===== src/rtl/motor_pwm_pkg.sv =====
package motor_pwm_pkg;
  typedef enum logic [1:0] {
    SGN_ZERO = 2'd0,
    SGN_NEG  = 2'd1,
    SGN_POS  = 2'd2
  } sgn_e;
endpackage


===== src/rtl/mpb_period_counter.sv =====
module mpb_period_counter #(
  parameter int CNT_W = 10
) (
  input  logic             clk_i,
  input  logic             rst_ni,
  input  logic             tick_i,
  output logic [CNT_W-1:0] cnt_o,
  output logic             wrap_o
);
  localparam logic [CNT_W-1:0] TOP = '1;

  logic [CNT_W-1:0] cnt_q;

  always_ff @(posedge clk_i or negedge rst_ni) begin
    if (!rst_ni)     cnt_q <= '0;
    else if (tick_i) cnt_q <= cnt_q + CNT_W'(1);
  end

  assign cnt_o  = cnt_q;
  assign wrap_o = tick_i && (cnt_q == TOP);
endmodule


===== src/rtl/mpb_cmd_decode.sv =====
module mpb_cmd_decode
  import motor_pwm_pkg::*;
#(
  parameter int CMD_W    = 12,
  parameter int CNT_W    = 10,
  parameter int MAX_DUTY = 1000
) (
  input  logic [CMD_W-1:0] cmd_i,
  output logic [CNT_W-1:0] duty_o,
  output logic             dir_o,
  output logic             ovf_o
);
  localparam int WW = CMD_W + CNT_W;
  localparam logic [WW-1:0] MAX_W = WW'(MAX_DUTY);

  sgn_e             sgn;
  logic [CMD_W-1:0] mag;
  logic [WW-1:0]    mag_w;

  always_comb begin
    if (cmd_i == '0)          sgn = SGN_ZERO;
    else if (cmd_i[CMD_W-1])  sgn = SGN_NEG;
    else                      sgn = SGN_POS;
  end

  // two's complement magnitude; most negative code stays unsigned-correct
  assign mag    = (sgn == SGN_NEG) ? (~cmd_i + CMD_W'(1)) : cmd_i;
  assign mag_w  = WW'(mag);
  assign ovf_o  = mag_w > MAX_W;
  assign duty_o = ovf_o ? MAX_W[CNT_W-1:0] : mag_w[CNT_W-1:0];
  assign dir_o  = (sgn == SGN_POS);
endmodule


===== src/rtl/mpb_channel.sv =====
module mpb_channel #(
  parameter int CNT_W = 10
) (
  input  logic             clk_i,
  input  logic             rst_ni,
  input  logic             load_i,
  input  logic             wrap_i,
  input  logic [CNT_W-1:0] duty_i,
  input  logic             dir_i,
  input  logic             rev_i,
  input  logic [CNT_W-1:0] cnt_i,
  output logic             pwm_o,
  output logic             dir_o
);
  logic [CNT_W-1:0] shd_duty_q, act_duty_q;
  logic             shd_dir_q,  act_dir_q;

  always_ff @(posedge clk_i or negedge rst_ni) begin
    if (!rst_ni) begin
      shd_duty_q <= '0;
      shd_dir_q  <= 1'b0;
    end else if (load_i) begin
      shd_duty_q <= duty_i;
      shd_dir_q  <= dir_i;
    end
  end

  // duty and direction move together, only at wrap
  always_ff @(posedge clk_i or negedge rst_ni) begin
    if (!rst_ni) begin
      act_duty_q <= '0;
      act_dir_q  <= 1'b0;
    end else if (wrap_i) begin
      act_duty_q <= shd_duty_q;
      act_dir_q  <= shd_dir_q;
    end
  end

  assign pwm_o = cnt_i < act_duty_q;
  assign dir_o = act_dir_q ^ rev_i;
endmodule


===== src/rtl/motor_pwm_bank.sv =====
module motor_pwm_bank
  import motor_pwm_pkg::*;
#(
  parameter int NUM_CH   = 4,
  parameter int CMD_W    = 12,
  parameter int CNT_W    = 10,
  parameter int MAX_DUTY = 1000
) (
  input  logic                    clk_i,
  input  logic                    rst_ni,
  input  logic                    tick_en_i,
  input  logic [NUM_CH*CMD_W-1:0] cmd_i,
  input  logic                    cmd_valid_i,
  input  logic [NUM_CH-1:0]       rev_mask_i,
  input  logic                    err_clr_i,
  output logic [NUM_CH-1:0]       pwm_o,
  output logic [NUM_CH-1:0]       dir_o,
  output logic                    err_o
);
  localparam int TOP_I   = (1 << CNT_W) - 1;
  localparam int MAX_EFF = (MAX_DUTY > TOP_I) ? TOP_I : MAX_DUTY;

  logic [CNT_W-1:0]  cnt_w;
  logic              wrap_w;
  logic [NUM_CH-1:0] ovf_w;
  logic              err_q;

  mpb_period_counter #(.CNT_W(CNT_W)) u_cnt (
    .clk_i  (clk_i),
    .rst_ni (rst_ni),
    .tick_i (tick_en_i),
    .cnt_o  (cnt_w),
    .wrap_o (wrap_w)
  );

  for (genvar c = 0; c < NUM_CH; c++) begin : g_ch
    logic [CNT_W-1:0] duty_w;
    logic             dir_w;

    mpb_cmd_decode #(
      .CMD_W    (CMD_W),
      .CNT_W    (CNT_W),
      .MAX_DUTY (MAX_EFF)
    ) u_dec (
      .cmd_i  (cmd_i[c*CMD_W +: CMD_W]),
      .duty_o (duty_w),
      .dir_o  (dir_w),
      .ovf_o  (ovf_w[c])
    );

    mpb_channel #(.CNT_W(CNT_W)) u_chan (
      .clk_i  (clk_i),
      .rst_ni (rst_ni),
      .load_i (cmd_valid_i),
      .wrap_i (wrap_w),
      .duty_i (duty_w),
      .dir_i  (dir_w),
      .rev_i  (rev_mask_i[c]),
      .cnt_i  (cnt_w),
      .pwm_o  (pwm_o[c]),
      .dir_o  (dir_o[c])
    );
  end

  // set has priority over clear
  always_ff @(posedge clk_i or negedge rst_ni) begin
    if (!rst_ni)                      err_q <= 1'b0;
    else if (cmd_valid_i && |ovf_w)   err_q <= 1'b1;
    else if (err_clr_i)               err_q <= 1'b0;
  end

  assign err_o = err_q;
endmodule


===== config.mk =====
export PLATFORM = sky130hd
export DESIGN_NAME = motor_pwm_bank
export DESIGN_NICKNAME = d
export VERILOG_FILES = /design/src/rtl/motor_pwm_pkg.sv /design/src/rtl/mpb_period_counter.sv /design/src/rtl/mpb_cmd_decode.sv /design/src/rtl/mpb_channel.sv /design/src/rtl/motor_pwm_bank.sv
export SDC_FILE = /design/constraint.sdc
export NUM_CORES = 1
export LEC_CHECK = 0
export CAP_MARGIN = 20
export CORE_MARGIN = 2
export CORE_UTILIZATION = 30
export DETAILED_ROUTE_END_ITERATION = 16
export DONT_BUFFER_PORTS = 1
export SYNTH_ARGS = -nofsm -noshare
export SYNTH_HDL_FRONTEND = slang
export SYNTH_HIERARCHICAL = 1
export SYNTH_SLANG_ARGS = --single-unit

===== constraint.sdc =====
create_clock -name clk_i -period 2 [get_ports clk_i]
set_input_delay 0.4 -clock clk_i [delete_from_list [all_inputs] [get_ports clk_i]]
set_output_delay 0.4 -clock clk_i [all_outputs]
set_load 0.03 [all_outputs]

==> flow_metrics.py <==
metrics = {
    "place": {
        "port-buffer-count": 0,
        "pre_cts_slack_ns": -0.370,
        "gp_congestion": 0.816,
        "hpwlAfterDp_um": 10800,
    },
    "synth": {
        "synth_flop_cell": "dfrtp_1",
        "synth_top_area_cell": "dfrtp_1",
        "synth_top_cell_area_share": 0.367,
        "ys_warn_count": 6,
        "synthTopCellsByArea": "dfrtp_1 37%, mux2_2 8.8%, ha_1 7.6%",
        "synth_nets": 799,
        "yosysUniqueCellTypes": 49,
        "postSynthAreaPerCell_sq_um": 9.63,
        "synth_area_sq_um": 6750,
        "async_flop_share": 1.00,
        "ys_ff_latch": 99,
        "syn_inst": 701,
        "synth_edf_count": 0,
        "yosysSeqAreaShare": 0.367,
    },
    "final_layout": {
        "final_common_cell": "dfrtp_1",
        "final_nets": 863,
        "num_antenna_cells": 0,
        "fin_util": 0.386,
        "drive_gt1_frac": 0.348,
        "syn_to_final_growth_pct": 25.4,
        "mostFrequentLayoutCells": "91 x dfrtp_1, 82 x nand2_1, 80 x buf_4",
    },
    "floorplanning": {
        "die_y_um": 154,
        "die-area_sq_um": 23700,
        "start_util": 0.307,
        "ioPinCount": 66,
        "rows": 54,
        "die_w_um": 154,
        "core_area_sq_um": 22000,
    },
    "sta": {
        "fin_crit_sh": 1.10,
        "setup_violations": 4,
        "worst_hold_slack_ns": -0.251,
        "rsz0062_at_grt": "true",
        "finalCriticalPeriod_ns": 2.21,
        "worst_pin_slew_ns": 0.629,
        "finalHoldViolCount": 99,
        "max_clock_freq_mhz": 453,
        "slew_headroom": 0.579,
        "fin_tns_setup_ns": -0.797,
        "skew_ns": 0.00538,
        "layout_setup_ws_ns": -0.209,
        "slew_viol_final": 0,
    },
    "global_routing": {
        "grt_pass1_wl_um": 25900,
        "grt_overflow": 0,
        "grt_max_degree": 100,
        "globalRouteTotalUtil": 0.132,
        "antenna_found_initial": 0,
        "grt_pass1_vias": 5343,
    },
    "drt": {
        "vias": 5268,
        "drtAntennaViolNets": 0,
        "dr.first_iter.drc_count": 277,
        "routed_wl_um": 15200,
        "drc": 0,
        "wl_per_cell_um": 14.5,
        "first_pass_iters": 4,
        "vias_per_cell": 5.03,
    },
    "critical_path": {
        "path_cells": "ha_4, a211oi_4, o2bb2ai_2, a21oi_2, buf_12",
        "crit_path_end_kind": "primary output",
        "critPathLaunchType": "register",
        "cpPeakStageDelay_ns": 0.52,
        "cp_data_required_time_ns": 1.60,
        "worstRegToRegCells": 7,
        "rr_startpoint": "u_cnt/cnt_o[1]",
        "path_class": "reg2out",
        "cp.arrival_ns": 1.81,
        "crit_fanout": 7,
        "r2r_setup_slack_ns": 0.09,
        "cp-endpoint": "pwm_o[3]",
        "cp_slowest_cell": "dfrtp_2",
        "reg2reg_to": "g_ch[1].u_chan/act_duty_q[1]",
        "startpoint": "u_cnt/cnt_o[1]",
    },
    "run_status": {
        "violations": "hold timing, setup timing",
        "outcome": "finished, violations left",
    },
    "clocking": {
        "cts_buffers": 9,
        "cts_buffer_depth": 2,
        "cts_num_sinks": 99,
        "clk_latency_ns": 0.34,
        "cts_tree": "built",
        "cts-htree-levels": 3,
        "cts.clk_slew.worst_paths_ns": 0.06,
        "root_buffer": "clkbuf_16",
    },
    "hold_path": {
        "hold_path_class": "in2async",
    },
    "power": {
        "vdd_ir_drop_max_mv": 0.480,
        "power.total_uw": 5660,
        "p_leak_uw": 0.00354,
        "power_density_nw_per_um2": 668,
    },
    "job": {
        "drv_cap": 0,
    },
}
## cells in the mapped netlist, drive strengths merged, types with 5 or more instances
| master | n |
|---|---|
| dfrtp | 99 |
| nand2 | 83 |
| o21ai | 57 |
| inv | 55 |
| mux2 | 53 |
| ha | 41 |
| a21oi | 40 |
| xnor2 | 25 |
| nor2 | 22 |
| buf | 20 |
| and3 | 16 |
| nand2b | 16 |
| xor2 | 16 |
| nor3 | 15 |
| clkbuf | 12 |
| nand3 | 11 |
| a211oi | 8 |
| a41oi | 8 |
| and4bb | 8 |
| nor2b | 8 |
| nor4b | 8 |
| o31ai | 8 |
| or3 | 8 |
| nor4 | 5 |
## how the worst min path moves through the flow
stage,start,end
detailed placement,rst_ni,g_ch[2].u_chan/shd_duty_q[7]
CTS,rst_ni,g_ch[1].u_chan/act_duty_q[8]
global route,rst_ni,g_ch[2].u_chan/shd_duty_q[7]
finish,rst_ni,g_ch[2].u_chan/shd_duty_q[7]
floorplan,rst_ni,err_o
global placement,rst_ni,g_ch[2].u_chan/shd_duty_q[7]
## worst max-delay path: cells and delay by family (launching register included)
kind | cells | cell delay (ns)
compound gates | 3 | 0.52
fa+ha+maj | 1 | 0.28
buf+inv | 1 | 0.15
flops | 1 | 0.52
## report_power, final
group          switching, uW  internal [uW]  total [uW]
Clock                    699            946        1650
Sequential               342           2190        2540
Combinational            600            878        1480
Total                   1640           4020        5660
## layout make-up
type                            count  area (sq um)
Timing Repair Buffer               85           692
Clock buffer                       10           229
Multi-Input combinational cell    515          4460
Tap cell                          280           350
Sequential cell                    99          2490
Clock inverter                      3          42.5
Inverter                           55           206
Fill cell                        2124         13500
## cell families (layout without fill, tap and decap cells)
group,count (synthesis),in the layout,share of synthesized area
compound gates,158,158,0.164
xor+xnor,41,41,0.0532
fa+ha+maj,41,41,0.0760
buf+inv,87,153,0.0558
flops,99,99,0.367
mux,53,53,0.0884
simple gates,222,222,0.196
## state kept, by name (all words and copies together) (netlist names)
register and flops:
g_ch.u_chan/act_dir_q 4, u_cnt/cnt_o 10, g_ch.u_chan/shd_dir_q 4, g_ch.u_chan/act_duty_q 40
err_o 1, g_ch.u_chan/shd_duty_q 40
## what timing repair did
item                                    4_1_cts  5_1_grt
pin swaps                                    24       16
gates resized for setup                      31       32
buffers inserted                              3        7
endpoints found under the setup margin        4       45
endpoints found under the hold margin        99       99
## metal layers
layer  vias up  routed length (um)  global-route usage
met5         -                   0                   0
met4         0                 147              0.0307
met3        12                 593              0.0271
met2        68                7550               0.228
met1      2549                6910               0.169
li1       2639                   -                   -
## stage by stage
step                      hold WS (ns)  cells  area, sq um
after floorplan                  0.104    701         6910
after global placement           0.111   1024         7690
after detailed placement         0.111   1024         7690
after CTS                       -0.265   1040         8240
after global routing            -0.274   1047         8470
final                           -0.251   1047         8470
No activity file was read; power rests on OpenSTA's default activity.
